[src/rtl/pwm_pkg.sv]
package pwm_pkg;

  // Tick source selection
  typedef enum logic [1:0] {
    CK_DIV1  = 2'd0,
    CK_DIV_A = 2'd1,
    CK_DIV_B = 2'd2,
    CK_EXT   = 2'd3
  } ck_sel_e;

endpackage

[src/rtl/pwm_regs.sv]
module pwm_regs #(
  parameter int LO_W = 8,
  parameter int HI_W = 2,
  localparam int CNT_W = LO_W + HI_W,
  localparam int HR_W  = 2 * HI_W
) (
  input  logic             clk,
  input  logic             rst,
  input  logic             wr_per_lo,
  input  logic             wr_duty_lo,
  input  logic             wr_hi,
  input  logic [LO_W-1:0]  wr_data,
  output logic [CNT_W-1:0] period,
  output logic [CNT_W-1:0] duty_mst
);

  logic [LO_W-1:0] per_lo_q;
  logic [LO_W-1:0] duty_lo_q;
  logic [HR_W-1:0] hi_q;

  always_ff @(posedge clk) begin
    if (rst) begin
      per_lo_q  <= '0;
      duty_lo_q <= '0;
      hi_q      <= '0;
    end else begin
      if (wr_per_lo)  per_lo_q  <= wr_data;
      if (wr_duty_lo) duty_lo_q <= wr_data;
      if (wr_hi)      hi_q      <= wr_data[HR_W-1:0];
    end
  end

  // upper half of the high register extends the period, lower half the duty
  assign period   = {hi_q[HR_W-1:HI_W], per_lo_q};
  assign duty_mst = {hi_q[HI_W-1:0], duty_lo_q};

  AST_DUTY_WRITE_LANDS: assert property (@(posedge clk) disable iff (rst)
    wr_duty_lo |=> duty_mst[LO_W-1:0] == $past(wr_data));

endmodule

[src/rtl/pwm_prescale.sv]
module pwm_prescale
  import pwm_pkg::*;
#(
  parameter int DIV_A = 2,
  parameter int DIV_B = 8,
  localparam int DIV_MAX = (DIV_A > DIV_B) ? DIV_A : DIV_B,
  localparam int PRE_W   = (DIV_MAX > 1) ? $clog2(DIV_MAX) : 1
) (
  input  logic    clk,
  input  logic    rst,
  input  ck_sel_e sel,
  input  logic    counting,
  input  logic    restart,
  input  logic    ext_tick,
  output logic    tick_o
);

  localparam logic [PRE_W-1:0] LIM_A = PRE_W'(DIV_A - 1);
  localparam logic [PRE_W-1:0] LIM_B = PRE_W'(DIV_B - 1);

  logic [PRE_W-1:0] pre_q;
  logic             hit;
  logic             divided;

  // terminal count of the divider chosen by the select code
  function automatic logic [PRE_W-1:0] limit_of(input ck_sel_e s);
    return (s == CK_DIV_B) ? LIM_B : LIM_A;
  endfunction

  always_comb begin
    unique case (sel)
      CK_DIV1:  hit = 1'b1;
      CK_DIV_A,
      CK_DIV_B: hit = (pre_q == limit_of(sel));
      default:  hit = ext_tick;
    endcase
  end

  assign divided = (sel == CK_DIV_A) || (sel == CK_DIV_B);
  assign tick_o  = counting & hit;

  always_ff @(posedge clk) begin
    if (rst) begin
      pre_q <= '0;
    end else if (restart || !counting || !divided || hit) begin
      pre_q <= '0;
    end else begin
      pre_q <= pre_q + 1'b1;
    end
  end

  AST_DIV_A_SPACING: assert property (@(posedge clk) disable iff (rst)
    ($past(sel) == CK_DIV_A && sel == CK_DIV_A && $past(tick_o)) |-> !tick_o);
  AST_EXT_GATED: assert property (@(posedge clk) disable iff (rst)
    (sel == CK_EXT && !ext_tick) |-> !tick_o);

endmodule

[src/rtl/pwm_core.sv]
module pwm_core #(
  parameter int CNT_W = 10
) (
  input  logic             clk,
  input  logic             rst,
  input  logic             tick,
  input  logic             start_evt,
  input  logic             counting,
  input  logic             drive_en,
  input  logic [CNT_W-1:0] period,
  input  logic [CNT_W-1:0] duty_mst,
  output logic             act_o
);

  logic [CNT_W-1:0] cnt_q;
  logic [CNT_W-1:0] slave_q;
  logic             wrap;
  logic             load_slave;

  // next count: return to zero at or beyond the period, otherwise step
  function automatic logic [CNT_W-1:0] step_count(input logic [CNT_W-1:0] c,
                                                  input logic [CNT_W-1:0] p);
    return (c >= p) ? '0 : c + 1'b1;
  endfunction

  // active phase: nonzero duty and count not past it
  function automatic logic in_duty(input logic [CNT_W-1:0] c,
                                   input logic [CNT_W-1:0] d);
    return (d != '0) && (c <= d);
  endfunction

  assign wrap       = tick && (cnt_q >= period);
  assign load_slave = start_evt || wrap;

  always_ff @(posedge clk) begin
    if (rst) begin
      cnt_q   <= '0;
      slave_q <= '0;
      act_o   <= 1'b0;
    end else begin
      if (start_evt)  cnt_q <= '0;
      else if (tick)  cnt_q <= step_count(cnt_q, period);
      if (load_slave) slave_q <= duty_mst;
      act_o <= drive_en && counting && in_duty(cnt_q, slave_q);
    end
  end

  AST_WRAP_TO_ZERO: assert property (@(posedge clk) disable iff (rst)
    wrap |=> cnt_q == '0);
  AST_SLAVE_HOLD: assert property (@(posedge clk) disable iff (rst)
    !load_slave |=> $stable(slave_q));
  AST_ZERO_DUTY_OFF: assert property (@(posedge clk) disable iff (rst)
    (slave_q == '0) |=> !act_o);
  AST_FULL_DUTY_ON: assert property (@(posedge clk) disable iff (rst)
    (drive_en && counting && slave_q != '0 && slave_q == period && cnt_q <= period)
      |=> act_o);
  AST_DISABLED_OFF: assert property (@(posedge clk) disable iff (rst)
    !drive_en |=> !act_o);
  AST_STOP_HOLD: assert property (@(posedge clk) disable iff (rst)
    (!counting && !start_evt) |=> ($stable(cnt_q) && !act_o));
  AST_START_CLEAR: assert property (@(posedge clk) disable iff (rst)
    start_evt |=> (cnt_q == '0 && slave_q == $past(duty_mst)));

endmodule

[src/rtl/pwm_dbuf.sv]
module pwm_dbuf
  import pwm_pkg::*;
#(
  parameter int LO_W  = 8,
  parameter int HI_W  = 2,
  parameter int DIV_A = 2,
  parameter int DIV_B = 8,
  localparam int CNT_W = LO_W + HI_W
) (
  input  logic            clk,
  input  logic            rst,
  input  logic            wr_per_lo,
  input  logic            wr_duty_lo,
  input  logic            wr_hi,
  input  logic [LO_W-1:0] wr_data,
  input  logic            pol,
  input  logic [1:0]      ck_sel,
  input  logic            ext_tick,
  input  logic            pwm_en,
  input  logic            run,
  output logic            pwm_o
);

  logic [CNT_W-1:0] period;
  logic [CNT_W-1:0] duty_mst;
  logic             run_q;
  logic             start_evt;
  logic             counting;
  logic             tick;
  logic             act;

  always_ff @(posedge clk) begin
    if (rst) run_q <= 1'b0;
    else     run_q <= run;
  end

  assign start_evt = run & ~run_q;
  assign counting  = run & run_q;

  pwm_regs #(.LO_W(LO_W), .HI_W(HI_W)) u_regs (
    .clk        (clk),
    .rst        (rst),
    .wr_per_lo  (wr_per_lo),
    .wr_duty_lo (wr_duty_lo),
    .wr_hi      (wr_hi),
    .wr_data    (wr_data),
    .period     (period),
    .duty_mst   (duty_mst)
  );

  pwm_prescale #(.DIV_A(DIV_A), .DIV_B(DIV_B)) u_pre (
    .clk      (clk),
    .rst      (rst),
    .sel      (ck_sel_e'(ck_sel)),
    .counting (counting),
    .restart  (start_evt),
    .ext_tick (ext_tick),
    .tick_o   (tick)
  );

  pwm_core #(.CNT_W(CNT_W)) u_core (
    .clk       (clk),
    .rst       (rst),
    .tick      (tick),
    .start_evt (start_evt),
    .counting  (counting),
    .drive_en  (pwm_en),
    .period    (period),
    .duty_mst  (duty_mst),
    .act_o     (act)
  );

  assign pwm_o = pol ? act : ~act;

  AST_START_NEEDS_STOP: assert property (@(posedge clk) disable iff (rst)
    start_evt |-> !tick);
  AST_RESET_INACTIVE: assert property (@(posedge clk)
    $past(rst) |-> (pwm_o == ~pol));

endmodule

[config.mk]
export PLATFORM = sky130hd
export DESIGN_NAME = pwm_dbuf
export DESIGN_NICKNAME = d
export VERILOG_FILES = /design/src/rtl/pwm_pkg.sv /design/src/rtl/pwm_regs.sv /design/src/rtl/pwm_prescale.sv /design/src/rtl/pwm_core.sv /design/src/rtl/pwm_dbuf.sv
export SDC_FILE = /design/constraint.sdc
export NUM_CORES = 1
export LEC_CHECK = 0
export ABC_AREA = 1
export BUFFER_PORTS_ARGS = -buffer_cell sky130_fd_sc_hd__buf_2
export CAP_MARGIN = 15
export CORE_MARGIN = 10
export CORE_UTILIZATION = 30
export CTS_CLUSTER_SIZE = 30
export DETAILED_ROUTE_END_ITERATION = 8
export PLACE_DENSITY = 0.49
export SLEW_MARGIN = 25
export SYNTH_ARGS = -nofsm -noshare
export SYNTH_HDL_FRONTEND = slang
export SYNTH_SLANG_ARGS = --single-unit
[constraint.sdc]
create_clock -name clk -period 2.28 [get_ports clk]
set_input_delay 0.456 -clock clk [delete_from_list [all_inputs] [get_ports clk]]
set_output_delay 0.456 -clock clk [all_outputs]
set_load 0.1 [all_outputs]
==> metrics.md <==
| Metric | Value |
|---|---|
| Fill cell count | `909` |
| Top-count cell post-synth | `nand2_1` |
| GR Overflow Total | `0` |
| Final #Nets | `slightly above 400` |
| Synth area leaders | `dfxtp_1 36%, ha_1 12%, nand2_1 8.7%, nor2_1 8.2%, a21oi_1 6.6%` |
| Max Freq | `between 500 and 600 MHz` |
| Pre-antenna DRT Iters | `4` |
| Initial Utilization | `a little under a third` |
| RD Place Congestion | `roughly 0.8` |
| Reg2reg setup slack | `about 0.29 ns` |
| DRC | `0` |
| Port Buffers | `19` |
| TNS Setup | `0 ns` |
| Final min period | `1.99 ns` |
| Via count | `2131` |
| Ys async rst share | `0%` |
| Dpl hpwl | `roughly 4500 um` |
| Hold endpoint | `run_q` |
| Critical path, cell by cell | `ha_1, a21o_1, nor2_1, nand3_2, nand2_8, nand3_1, a21oi_1` |
| Relative slew slack | `about two thirds` |
| Worst skew pair latency | `roughly 0.29 ns` |
| Synth Area in Compound Gates | `roughly 13%` |
| Final Core Density | `about a third` |
| Min-Delay Path Depth | `2` |
| Predominant post-synthesis flop cell | `dfxtp_1` |
| H-tree levels | `2` |
| Worst min path class | `input port to flip-flop` |
| CTS tree | `done` |
| WS Path Type | `flip-flop to flip-flop` |
| Initial antenna violation count | `0` |
| # rows | `33` |
| Die width | `between 100 and 150 um` |
| Cell variety after synth | `27` |
| PwrDens | `596 nW/um^2` |
| Ys Warns | `0` |
| Chip height | `~110 um` |
| DRT antenna net count | `0` |
| Syn-to-layout area delta | `14.5%` |
| Global-route wire length before repair | `between 9000 and 10000 um` |
| Max_cap viols | `0` |
| Mapped Nets | `roughly 380` |
| Total CTS buffers | `5` |
| Worst vdd ir | `~0.3 mV` |
| CP max stage delay | `roughly 0.43 ns` |
| Largest net degree at the start of global routing | `34` |
| Io pins | `20` |
| Slowest CP cell | `dfxtp_1` |
| Final setup violation count | `0` |
| Post-synth EDFFs | `0` |
| Max Fanout on Critical Path | `21` |
| Min-delay src | `rst` |
| Vias in the first global route | `between 2000 and 2500` |
| Final Skew | `0.00792 ns` |
| CP endpoint kind | `flip-flop` |
| Die area | `12400 um^2` |
| Clock Path Buffers | `2` |
| Synth top area share | `a little over a third` |
| Largest family of logic cells by synthesized area | `simple AND/OR/NAND/NOR gates` |
| Reg2Reg Depth | `7` |
| Initial drt markers | `63` |
| Postcts setup bufs | `0` |
| Slew Viols, Final | `0` |
| Top cells by count, synth | `58 x nand2_1, 55 x nor2_1, 45 x dfxtp_1` |
| Worst endpoint required time | `approximately 2.5 ns` |
| Period utilization | `between 80% and 90%` |
| Gr usage total | `roughly a tenth` |
| Adder-cell share of the synthesized area | `about an eighth` |
| Post-synthesis xor/xnor area fraction | `under 10%` |
| Root Buffer | `clkbuf_8` |
| Largest area contributor in the netlist | `dfxtp_1` |
| Core ar. | `around 8200 um^2` |
| Reg2reg end | `u_core.cnt_q[7]` |
| Data arrival time of the critical path | `roughly 2.2 ns` |
| Post-Route WL | `slightly below 6000 um` |
| Clock slew at reported path FFs | `roughly 0.090 ns` |
| Synth Area per Inst | `between 7 and 8 um^2` |
| LEAKAGE | `between 1 and 1.5 nW` |
| Routed len/inst | `between 10 and 15 um` |
| Yosys reg bits | `45` |
| Worst Setup Start Kind | `flip-flop` |
| Cell area after synthesis | `2510 um^2` |
| Unrepaired setup endpoints after global routing | `false` |
| Seq/Total Area, Yosys | `between 30% and 40%` |
| Ratio of cells with drive above 1 in the final layout | `about 14%` |
| Cells after synthesis | `339` |
| Status | `completed` |
| Clock sinks | `45` |
| Mux share of post-synthesis cell area | `0%` |
| R2r startpoint | `u_core.cnt_q[9]` |
| Post-synthesis simple-gate area fraction | `about 28%` |
| Antenna diodes | `0` |
| Via/cell ratio | `between 4 and 5` |
| Hold Violations, Final | `0` |
| Pin slew with the least headroom to its limit | `roughly 0.5 ns` |
[report_power, final]
part / leakage, nW / internal, mW / total, mW / switching, mW
logic: 0.909 / 0.0844 / 0.235 / 0.150
clock network: 0.0574 / 0.357 / 0.635 / 0.279
registers: 0.370 / 0.825 / 0.844 / 0.0192
total: 1.34 / 1.27 / 1.71 / 0.448
[cells in the final DEF, fill, tap and decap left out, types with 2 or more instances in the layout]
cell type,synthesis,final
o21ai_0,24,24
a21oi_1,33,33
buf_2,1,19
xor2_1,4,4
nand3_2,12,12
ha_1,25,25
nand4_1,2,2
nand3_1,12,12
nor2_1,55,55
clkbuf_8,0,6
inv_1,43,43
xnor2_1,3,2
nand2_1,58,58
nor4_1,3,3
buf_4,2,8
dfxtp_1,45,45
[per-layer routing]
layer	up-vias	GRT usage (%)	routed length [um]
li1	1146	-	-
met1	955	12.6	3170
met2	28	14.7	2530
met3	2	2.25	180
met4	0	1.97	24
met5	-	0	0
[what timing repair did]
action,in CTS,in global routing
gates resized for setup,0,1
setup endpoints to repair,0,4
hold buffers,0,0
endpoints found under the hold margin,0,0
[layout make-up]
cell class / count / area, um^2 / area share [%]
sequential: 45 / 901 / 31.3
multi-input combinational: 242 / 1410 / 48.9
timing repair buffer: 27 / 155 / 5.39
tap: 105 / 131 / 4.57
clock buffer: 6 / 82.6 / 2.87
clock inverter: 2 / 37.5 / 1.30
inverter: 43 / 161 / 5.61
[worst max-delay path by stage]
stage / start / end / cells past startpoint
finish: u_core.cnt_q[9] / u_core.cnt_q[7] / 7
global route: u_core.cnt_q[0] / u_core.cnt_q[7] / 9
CTS: u_core.cnt_q[9] / u_core.cnt_q[7] / 7
detailed placement: ck_sel[0] / u_core.cnt_q[4] / 12
global placement: ck_sel[0] / u_core.cnt_q[4] / 12
floorplan: pol / pwm_o / 1
[registers in the layout, summed over array words and instances, names as in the netlist]
signal,flops
u_regs.per_lo_q,8
u_core.act_o,1
u_regs.duty_lo_q,8
run_q,1
u_pre.pre_q,3
u_regs.hi_q,4
u_core.slave_q,10
u_core.cnt_q,10
[logic make-up after synthesis]
logic type | after synthesis
xor+xnor | 7
simple gates | 149
compound gates | 61
buf+inv | 52
fa+ha+maj | 25
flops | 45
[worst max-delay path, delay by kind of cell, from the launching register on]
family / cells / cell delay (ns)
AND/OR/NAND/NOR: 4 / 0.81
AO/OA/AOI/OAI: 2 / 0.38
adder cells (fa/ha/maj): 1 / 0.28
flip-flops: 1 / 0.43
[stage by stage]
stage | hold WS, ns | setup WS, ns | total power, mW | std cells | instance area [um^2]
after floorplan | 0.417 | 0.450 | 1.03 | 339 | 2520
after global placement | 0.448 | 0.175 | 1.09 | 462 | 2750
after detailed placement | 0.460 | 0.127 | 1.10 | 462 | 2750
after CTS | 0.337 | 0.240 | 1.74 | 470 | 2870
after global routing | 0.341 | 0.0369 | 1.80 | 470 | 2880
final | 0.349 | 0.295 | 1.71 | 470 | 2880
Power figures use the tool's default switching activity.
